[config.mk]
export PLATFORM = sky130hd
export DESIGN_NAME = csr_indirect_window
export DESIGN_NICKNAME = d
export VERILOG_FILES = /design/src/rtl/csr_iw_pkg.sv /design/src/rtl/csr_iw_addr_decode.sv /design/src/rtl/csr_iw_update.sv /design/src/rtl/csr_iw_target_bank.sv /design/src/rtl/csr_indirect_window.sv
export SDC_FILE = /design/constraint.sdc
export NUM_CORES = 1
export LEC_CHECK = 0
export ABC_AREA = 1
export ABC_CLOCK_PERIOD_IN_PS = 12500
export BUFFER_PORTS_ARGS = -buffer_cell sky130_fd_sc_hd__buf_2
export CAP_MARGIN = 25
export CORE_UTILIZATION = 40
export DETAILED_ROUTE_END_ITERATION = 16
export MAX_ROUTING_LAYER = met4
export SYNTH_ARGS = -nofsm -noshare
export SYNTH_HDL_FRONTEND = slang
export SYNTH_HIERARCHICAL = 1
export SYNTH_SLANG_ARGS = --single-unit
[constraint.sdc]
create_clock -name clk -period 12.5 [get_ports clk]
set_input_delay 2.5 -clock clk [delete_from_list [all_inputs] [get_ports clk]]
set_output_delay 2.5 -clock clk [all_outputs]
set_load 0.01 [all_outputs]
[src/rtl/csr_iw_pkg.sv]
package csr_iw_pkg;

  typedef enum logic [1:0] {
    OP_READ  = 2'd0,
    OP_WRITE = 2'd1,
    OP_SET   = 2'd2,
    OP_CLEAR = 2'd3
  } csr_op_e;

  localparam logic [1:0]  PRIV_MACHINE = 2'b11;
  localparam logic [11:0] ADDR_SELECT  = 12'h350;
  localparam int          WIN_COUNT    = 5;
  localparam int          WIN_IDX_W    = $clog2(WIN_COUNT);

endpackage

[src/rtl/csr_iw_addr_decode.sv]
module csr_iw_addr_decode
  import csr_iw_pkg::*;
(
  input  logic [11:0]          addr,
  output logic                 is_select,
  output logic                 is_window,
  output logic [WIN_IDX_W-1:0] win_idx
);

  // Window numbers skip 0x354, which belongs to another register.
  localparam logic [11:0] WIN_ADDR [WIN_COUNT] = '{
    12'h351, 12'h352, 12'h353, 12'h355, 12'h356
  };

  logic [WIN_COUNT-1:0] win_match;

  for (genvar w = 0; w < WIN_COUNT; w++) begin : g_win
    assign win_match[w] = (addr == WIN_ADDR[w]);
  end

  assign is_select = (addr == ADDR_SELECT);
  assign is_window = |win_match;

  always_comb begin
    win_idx = '0;
    for (int w = 0; w < WIN_COUNT; w++) begin
      if (win_match[w]) win_idx = WIN_IDX_W'(w);
    end
  end

endmodule

[src/rtl/csr_iw_update.sv]
module csr_iw_update
  import csr_iw_pkg::*;
#(
  parameter int XLEN = 32
) (
  input  logic [1:0]      op,
  input  logic [XLEN-1:0] old_val,
  input  logic [XLEN-1:0] operand,
  output logic [XLEN-1:0] new_val,
  output logic            changes
);

  always_comb begin
    new_val = old_val;
    changes = 1'b0;
    unique case (csr_op_e'(op))
      OP_READ: begin
        new_val = old_val;
        changes = 1'b0;
      end
      OP_WRITE: begin
        new_val = operand;
        changes = 1'b1;
      end
      OP_SET: begin
        new_val = old_val | operand;
        changes = |operand;
      end
      OP_CLEAR: begin
        new_val = old_val & ~operand;
        changes = |operand;
      end
      default: begin
        new_val = old_val;
        changes = 1'b0;
      end
    endcase
  end

endmodule

[src/rtl/csr_iw_target_bank.sv]
module csr_iw_target_bank #(
  parameter int XLEN    = 32,
  parameter int NUM_TGT = 20,
  localparam int IDX_W  = (NUM_TGT > 1) ? $clog2(NUM_TGT) : 1
) (
  input  logic             clk,
  input  logic             rst_n,
  input  logic             wr_en,
  input  logic [IDX_W-1:0] wr_idx,
  input  logic [XLEN-1:0]  wr_data,
  input  logic [IDX_W-1:0] rd_idx,
  output logic [XLEN-1:0]  rd_data
);

  logic [XLEN-1:0] store_q [NUM_TGT];
  logic [NUM_TGT-1:0] slot_en;

  for (genvar t = 0; t < NUM_TGT; t++) begin : g_slot
    assign slot_en[t] = wr_en && (wr_idx == IDX_W'(t));

    always_ff @(posedge clk or negedge rst_n) begin
      if (!rst_n) begin
        store_q[t] <= '0;
      end else if (slot_en[t]) begin
        store_q[t] <= wr_data;
      end
    end
  end

  always_comb begin
    rd_data = '0;
    for (int t = 0; t < NUM_TGT; t++) begin
      if (rd_idx == IDX_W'(t)) rd_data = store_q[t];
    end
  end

endmodule

[src/rtl/csr_indirect_window.sv]
module csr_indirect_window
  import csr_iw_pkg::*;
#(
  parameter int              XLEN      = 32,
  parameter int              SEL_COUNT = 4,
  parameter logic [XLEN-1:0] SEL_BASE  = 'h40
) (
  input  logic                           clk,
  input  logic                           rst_n,
  input  logic                           csr_valid,
  input  logic [11:0]                    csr_addr,
  input  logic [1:0]                     csr_op,
  input  logic [XLEN-1:0]                csr_wdata,
  input  logic [1:0]                     priv_lvl,
  output logic                           rsp_valid,
  output logic                           rsp_hit,
  output logic                           rsp_illegal,
  output logic [XLEN-1:0]                rsp_rdata,
  output logic [SEL_COUNT*WIN_COUNT-1:0] rsp_wstrb
);

  localparam int NUM_TGT   = SEL_COUNT * WIN_COUNT;
  localparam int TGT_IDX_W = (NUM_TGT > 1) ? $clog2(NUM_TGT) : 1;
  localparam int SEL_OFF_W = (SEL_COUNT > 1) ? $clog2(SEL_COUNT) : 1;

  // Decode
  logic                 is_select;
  logic                 is_window;
  logic [WIN_IDX_W-1:0] win_idx;

  csr_iw_addr_decode u_decode (
    .addr      (csr_addr),
    .is_select (is_select),
    .is_window (is_window),
    .win_idx   (win_idx)
  );

  // Select register and redirection
  logic [XLEN-1:0]      sel_q;
  logic [XLEN-1:0]      sel_n;
  logic                 sel_en;
  logic [XLEN-1:0]      sel_off;
  logic                 sel_impl;
  logic [TGT_IDX_W-1:0] tgt_idx;

  assign sel_off  = sel_q - SEL_BASE;
  assign sel_impl = (sel_q >= SEL_BASE) && (sel_off < XLEN'(SEL_COUNT));

  always_comb begin
    tgt_idx = TGT_IDX_W'(sel_off[SEL_OFF_W-1:0]) * TGT_IDX_W'(WIN_COUNT)
            + TGT_IDX_W'(win_idx);
  end

  // Target storage
  logic            bank_we;
  logic [XLEN-1:0] bank_rd;
  logic [XLEN-1:0] old_val;
  logic [XLEN-1:0] new_val;
  logic            changes;

  csr_iw_target_bank #(
    .XLEN    (XLEN),
    .NUM_TGT (NUM_TGT)
  ) u_bank (
    .clk     (clk),
    .rst_n   (rst_n),
    .wr_en   (bank_we),
    .wr_idx  (tgt_idx),
    .wr_data (new_val),
    .rd_idx  (tgt_idx),
    .rd_data (bank_rd)
  );

  assign old_val = is_select ? sel_q : bank_rd;

  csr_iw_update #(
    .XLEN (XLEN)
  ) u_update (
    .op      (csr_op),
    .old_val (old_val),
    .operand (csr_wdata),
    .new_val (new_val),
    .changes (changes)
  );

  // Access qualification
  logic owned;
  logic illegal;
  logic granted;

  assign owned   = is_select || is_window;
  assign illegal = csr_valid && owned &&
                   ((priv_lvl != PRIV_MACHINE) || (is_window && !sel_impl));
  assign granted = csr_valid && owned && !illegal;
  assign bank_we = granted && is_window && changes;

  always_comb begin
    sel_en = granted && is_select && changes;
    sel_n  = new_val;
  end

  // Response next state
  logic                 valid_n;
  logic                 hit_n;
  logic                 illegal_n;
  logic [XLEN-1:0]      rdata_n;
  logic [NUM_TGT-1:0]   wstrb_n;

  always_comb begin
    valid_n   = csr_valid;
    hit_n     = csr_valid && owned;
    illegal_n = illegal;
    rdata_n   = granted ? old_val : '0;
    wstrb_n   = bank_we ? (NUM_TGT'(1) << tgt_idx) : '0;
  end

  // Registers
  always_ff @(posedge clk or negedge rst_n) begin
    if (!rst_n) begin
      sel_q <= '0;
    end else if (sel_en) begin
      sel_q <= sel_n;
    end
  end

  always_ff @(posedge clk or negedge rst_n) begin
    if (!rst_n) begin
      rsp_valid   <= 1'b0;
      rsp_hit     <= 1'b0;
      rsp_illegal <= 1'b0;
      rsp_rdata   <= '0;
      rsp_wstrb   <= '0;
    end else begin
      rsp_valid   <= valid_n;
      rsp_hit     <= hit_n;
      rsp_illegal <= illegal_n;
      rsp_rdata   <= rdata_n;
      rsp_wstrb   <= wstrb_n;
    end
  end

endmodule

Yosys cells after proc, flatten, opt, wreduce, memory -nomap -nowiden
Cells that the tools add are included.
{"block": "totals", "regBits": 727, "wordCells": 131, "output_inout_bits": 55, "in_bits": 51}
{"block": "classes", "n_eq_ne": 29, "n_mul": 1, "muxes": 29, "magnitude_cmp": 2, "shifts": 1, "bitwise_logic": 3, "add_sub_neg": 2, "reduce_logical": 38}
{"cell": "32-bit two-way mux", "count": 22}
{"cell": "32-bit case mux with 4 select lines", "count": 1}
{"cell": "12-bit by 10-bit equality test with 1-bit output (second input constant)", "count": 6}
{"cell": "5-bit by 4-bit equality test with 1-bit output (second input constant)", "count": 8}
{"cell": "32-bit bitwise AND", "count": 1}
{"cell": "32-bit by 7-bit greater-or-equal comparator with 1-bit output (second input constant)", "count": 1}
{"cell": "32-bit by 3-bit less-than comparator with 1-bit output (second input constant)", "count": 1}
{"cell": "32-bit inverter", "count": 1}
{"cell": "32-bit OR", "count": 1}
{"cell": "32-bit OR reduction", "count": 1}
{"cell": "32-bit by 7-bit subtractor with 32-bit output (second input constant)", "count": 1}
{"cell": "1-bit logical AND", "count": 29}
{"cell": "5-bit by 3-bit equality test with 1-bit output (second input constant)", "count": 4}
{"cell": "5-bit equality test (second input constant)", "count": 4}
{"cell": "20-bit two-way mux", "count": 1}
{"cell": "1-bit by 5-bit left shift with 20-bit output (first input constant)", "count": 1}
{"cell": "5-bit by 2-bit equality test with 1-bit output (second input constant)", "count": 2}
{"cell": "5-bit by 3-bit adder with 5-bit output", "count": 1}
{"cell": "5-bit by 1-bit equality test with 1-bit output (second input constant)", "count": 1}
{"cell": "5-bit logical NOT", "count": 1}
{"cell": "2-bit by 3-bit multiplier with 5-bit output (second input constant)", "count": 1}
{"cell": "5-bit OR reduction", "count": 1}
{"cell": "2-bit equality test (second input constant)", "count": 2}
{"cell": "2-bit two-way mux", "count": 2}
{"cell": "9 further kinds", "count": 11}

Logic depth before layout (Yosys ltp)
{"block": "depth", "word_depth": 30, "depth_mapped": 34, "ltp_nobuf": 32}

Cells and area by module
Netlist, hierarchy kept.
{"mod": "csr_iw_target_bank", "area_each_um2": 28353.4, "n_inst": 1, "cells_each": 3510}
{"mod": "csr_indirect_window", "area_each_um2": 4322.9, "n_inst": 1, "cells_each": 568}
{"mod": "csr_iw_update", "area_each_um2": 789.5, "n_inst": 1, "cells_each": 171}
{"mod": "csr_iw_addr_decode", "area_each_um2": 166.4, "n_inst": 1, "cells_each": 37}

Worst setup path before layout
OpenSTA, ideal clock, no wires.
{"block": "synth_timing", "path_kind": "input -> register", "start": "input csr_addr[1]", "end": "register u_bank/store_q[113] (netlist name)", "setup_time_ps": 133, "path_stages": 32, "arrival_time_ps": 6377, "n_path_buf": 2, "slack_ps": 5990, "cell_sequence": "inv_2 nor2_1 nand2_1 nand3_2 nor2_2 ha_1 ha_1 inv_1 fa_1 xor2_1 clkinv_1 inv_1 nand2_1 inv_2 nand2_4 clkbuf_1 or2_2 nand2_1 nand4_1 nor2_1 nand3_1 nand2_1 nand4_1 nand2_1 nand3_1 o21ai_0 inv_1 inv_1 o22ai_1 inv_1 clkbuf_1 o21ai_0"}
{"block": "synth_via", "elab_cells_between_ends": 66, "cone_classes": "1 x add/sub; 25 x eq/ne; 26 x mux; 2 x bitwise; 12 x reduce/logical"}
{"item": "start, declared", "line_no": "csr_indirect_window.sv:11", "text": "input logic [11:0] csr_addr,"}
{"item": "12-bit by 10-bit equality test with 1-bit output", "line_no": "csr_iw_addr_decode.sv:18", "text": "assign win_match[w] = (addr == WIN_ADDR[w]);"}
{"item": "2-bit two-way mux (2 in series)", "line_no": "csr_iw_addr_decode.sv:27", "text": "if (win_match[w]) win_idx = WIN_IDX_W'(w);"}
{"item": "3-bit two-way mux *", "line_no": "csr_iw_addr_decode.sv:27"}
{"item": "net win_idx[1]", "line_no": "csr_indirect_window.sv:29", "text": "logic [WIN_IDX_W-1:0] win_idx;"}
{"item": "5-bit by 3-bit adder with 5-bit output *", "line_no": "csr_indirect_window.sv:51", "text": "+ TGT_IDX_W'(win_idx);"}
{"item": "net tgt_idx[3]", "line_no": "csr_indirect_window.sv:44", "text": "logic [TGT_IDX_W-1:0] tgt_idx;"}
{"item": "5-bit logical NOT", "line_no": "csr_iw_target_bank.sv:33", "text": "if (rd_idx == IDX_W'(t)) rd_data = store_q[t];"}
{"item": "32-bit two-way mux (19 in series)", "line_no": "csr_iw_target_bank.sv:33"}
{"item": "32-bit two-way mux *", "line_no": "csr_iw_target_bank.sv:33"}
{"item": "net bank_rd[17]", "line_no": "csr_indirect_window.sv:56", "text": "logic [XLEN-1:0] bank_rd;"}
{"item": "32-bit two-way mux *", "line_no": "csr_indirect_window.sv:74", "text": "assign old_val = is_select ? sel_q : bank_rd;"}
{"item": "net old_val[17]", "line_no": "csr_indirect_window.sv:57", "text": "logic [XLEN-1:0] old_val;"}
{"item": "32-bit bitwise AND / 32-bit OR (equally long branches)", "line_no": "csr_iw_update.sv:30, csr_iw_update.sv:26"}
{"item": "32-bit case mux with 4 select lines *", "line_no": "csr_iw_update.sv:16", "text": "unique case (csr_op_e'(op))"}
{"item": "net new_val[17]", "line_no": "csr_indirect_window.sv:58", "text": "logic [XLEN-1:0] new_val;"}
{"item": "end signal, assigned by index", "line_no": "csr_iw_target_bank.sv:25", "text": "store_q[t] <= wr_data;"}
{"item": "end, declared", "line_no": "csr_iw_target_bank.sv:15", "text": "logic [XLEN-1:0] store_q [NUM_TGT];"}
The timed path passes the listed nets; every way through them passes the cells marked *.
A chain may end at the register's enable or synchronous reset.

Worst setup path after layout
{"block": "layout_timing", "start": "input csr_addr[1]", "end": "register u_bank/store_q[139] (netlist name)"}
Same word-level chain as after synthesis.

==> summary.md <==
| Metric | Value |
|---|---|
| Number of port buffers | `~110` |
| RSZ-0062 raised after global routing | `no` |
| Distinct cell type count after synthesis | `37` |
| Global-route wire length before repair | `155500 um` |
| Global Route Usage Sum | `0.2383` |
| Clock network fraction of total power | `0.482` |
| Worst Hold Depth | `2` |
| Pwr Density | `about 130 nW/um2` |
| Final setup vio count | `0` |
| RD Place Congestion | `0.8902` |
| Number of remaining DRC errors | `0` |
| Area contributors post-synth | `dfrtp_1 54%, nand2_1 16%, o21ai_0 10%, inv_1 4.0%, nand4_1 3.4%` |
| H-tree levels | `3` |
| Setup TNS | `0 ns` |
| Chip Height | `292.0 um` |
| Post-layout util | `0.4532` |
| Routed WL | `approximately 97000 um` |
| Rel. slew slack | `0.3004` |
| Syn Nets | `4344` |
| Root Buffer | `clkbuf_16` |
| Crit path launch type | `primary input` |
| Synthesized cell area | `33630 um2` |
| Final hold vios | `0` |
| Bufs on Longest Clock Path | `3` |
| Placeable Area | `82640 um2` |
| DIE WIDTH | `around 290 um` |
| Via count | `approximately 28000` |
| Most area-hungry cell type in the Yosys netlist | `dfrtp_1` |
| Max Clock Skew | `0.01665 ns` |
| Slowest cell on the critical path | `inv_1` |
| Fillcell total | `8219` |
| Reg2reg path depth | `26` |
| Fin crit share | `0.6674` |
| Non-Filler Instances | `5365` |
| Number of synthesized flops with an enable pin | `0` |
| Period minus WS final | `8.342 ns` |
| Number of iterations in the first detailed-routing pass | `6` |
| Critical R2R Launch | `sel_q[1]$_DFFE_PN0P_` |
| DIE AREA | `85240 um2` |
| Most used DFF post-synth | `dfrtp_1` |
| VDD IR-drop max | `89.43 uV` |
| Initial antenna violation count | `0` |
| Switching part of the total power | `0.2242` |
| Overall Power | `slightly below 5 mW` |
| Slowest Stage Delay on Critical Path | `0.66 ns` |
| WS Path Type | `in2reg` |
| Initial DRC count | `around 2700` |
| Initial core utilization | `0.4070` |
| Multi-input logic area | `12970 um2` |
| Worst Hold Class | `reg2reg` |
| Clock Latency Late Sink | `0.61 ns` |
| Mapped Cells | `4286` |
| Min-Delay Endpoint | `u_bank/store_q[60]$_DFFE_PN0P_` |
| Worst reg2reg setup slack | `6.00 ns` |
| Number of global-route vias before repair | `roughly 26000` |
| GRT Residual Overflow | `0` |
| R2R Path End | `u_bank/store_q[139]$_DFFE_PN0P_` |
| Placed Instances | `approximately 5200` |
| Max-Cap Viols | `0` |
| Logic pwr share | `0.031` |
| Status | `complete, no violations` |
| Syn avg cell area | `7.847 um2` |
| TritonCTS clock tree | `done` |
| YS warnings | `6` |
| Worst-Margin Slew | `around 1.0 ns` |
| Setup ws final | `4.158 ns` |
| WL/cell | `18.09 um` |
| CP max FO | `between 50 and 60` |
| Async S/R FF share, synth | `1.000` |
| Post-CTS setup buffers | `0` |
| Share of the synthesized area in the top cell type | `0.5409` |
| Switching power total | `roughly 1.1 mW` |
| Antenna Diode Count | `0` |
| Int Pwr | `~3.8 mW` |
| Most common cell after layout, fill and taps aside | `nand2_1` |
| Dpl hpwl | `59550 um` |
| Antenna Nets Post-Route | `0` |
| Clk sinks | `about 730` |
| Syn-to-layout area delta | `11.34%` |
| Net count, final | `approximately 4300` |
| Largest net degree at the start of global routing | `177` |
| Crit end category | `flop` |
| CTS buffer count | `78` |
| Flop pwr share | `0.487` |
| Post-CTS Hold Fix Bufs | `0` |
| Post-cts sizing count | `0` |
| Sequential Area | `18190 um2` |
| WP data required | `12.94 ns` |
| Clock slew at reported path FFs | `approximately 0.060 ns` |
| Hold_sp | `u_bank/store_q[60]$_DFFE_PN0P_` |
| LEAKAGE | `17.48 nW` |
| Dpl ws | `3.578 ns` |
| Max-slew violations | `0` |
| Sequential area share after synthesis | `0.5409` |
| Routed vias/inst | `5.184` |
| Most frequent cells in the layout | `1414 x nand2_1, 727 x dfrtp_1, 679 x o21ai_0` |
| Fmax | `0.1199 GHz` |
| Row cnt | `105` |
| Critical path arrival | `between 8 and 9 ns` |
| Layout cells sized above 1 | `0.09406` |
| # IOs | `106` |
| FF+latch count, synth | `between 700 and 800` |
## critical path, delay by kind of cell
family          cells  cell delay (ns)
simple gates       15             2.37
compound gates      3             0.69
buf+inv            10             2.00
fa+ha+maj           3             0.79
xor+xnor            1             0.38
## cells by family (layout without fill, tap and decap cells)
family,after synthesis,after routing,share of synthesized area
AOI/OAI and AO/OA,760,760,0.1147
DFF,727,727,0.5409
buffers and inverters,662,671,0.07612
xor gates and xnor gates,5,5,0.001525
and+or+nand+nor,2125,2125,0.2639
adders and majority gates,7,7,0.002827
## power by group through the flow
stage | clock network [mW] | registers (mW) | logic [mW]
global placement | 0 | 2.40 | 0.155
finish | 2.33 | 2.35 | 0.150
global route | 2.47 | 2.35 | 0.170
floorplan | 0 | 2.40 | 0.0597
CTS | 2.38 | 2.35 | 0.155
detailed placement | 0 | 2.40 | 0.155
## cell usage after synthesis (2+ instances only)
cell and count:
a21oi_1 44, buf_1 3, buf_2 44, buf_4 3
clkbuf_1 238, clkinv_1 3, dfrtp_1 727, ha_1 6
inv_1 356, inv_2 13, nand2_1 1430, nand2_2 2
nand3_1 111, nand3b_1 3, nand4_1 183, nor2_1 290
nor2_2 14, nor2_4 4, nor3_1 6, nor4_1 4
o21ai_0 679, o21ai_1 4, o22ai_1 30, or2_0 10
or2_1 9, or2_2 56, xor2_1 4
## how the worst max path moves through the flow
stage	depth (start not counted)	slack, ns	endpoint	start
after floorplan	32	5.99	u_bank/store_q[113]$_DFFE_PN0P_	csr_addr[1]
after global placement	32	3.73	u_bank/store_q[235]$_DFFE_PN0P_	csr_addr[1]
after detailed placement	32	3.58	u_bank/store_q[139]$_DFFE_PN0P_	csr_addr[1]
after CTS	32	4.22	u_bank/store_q[139]$_DFFE_PN0P_	csr_addr[1]
after global routing	32	3.78	u_bank/store_q[491]$_DFFE_PN0P_	csr_addr[1]
final	32	4.16	u_bank/store_q[139]$_DFFE_PN0P_	csr_addr[1]
## area by class of cell
class                      instances  area share
multi-input combinational       2897      0.3465
clock buffer                     110     0.06024
inverter                         372     0.03729
clock inverter                    28    0.007885
sequential                       727      0.4858
timing repair buffer             161     0.02653
tap                             1070     0.03575
## routing by layer
layer	wire length [um]	GRT usage
met1	44990	0.3310
met2	43430	0.3567
met3	5886	0.03851
met4	2726	0.07433
met5	0	-
## registers in the layout (all words and copies together) (netlist names)
name            cells
u_bank/store_q    640
rsp_rdata          32
sel_q              32
rsp_wstrb          20
rsp_hit             1
rsp_illegal         1
rsp_valid           1
## metrics by stage
stage               instance area [um2]  hold slack, ns
floorplan                         33630          0.4455
global placement                  34880          0.4582
detailed placement                34900          0.4653
CTS                               37450          0.4800
global route                      37450          0.4956
finish                            37450          0.4753
No activity file was read; power rests on OpenSTA's default activity.
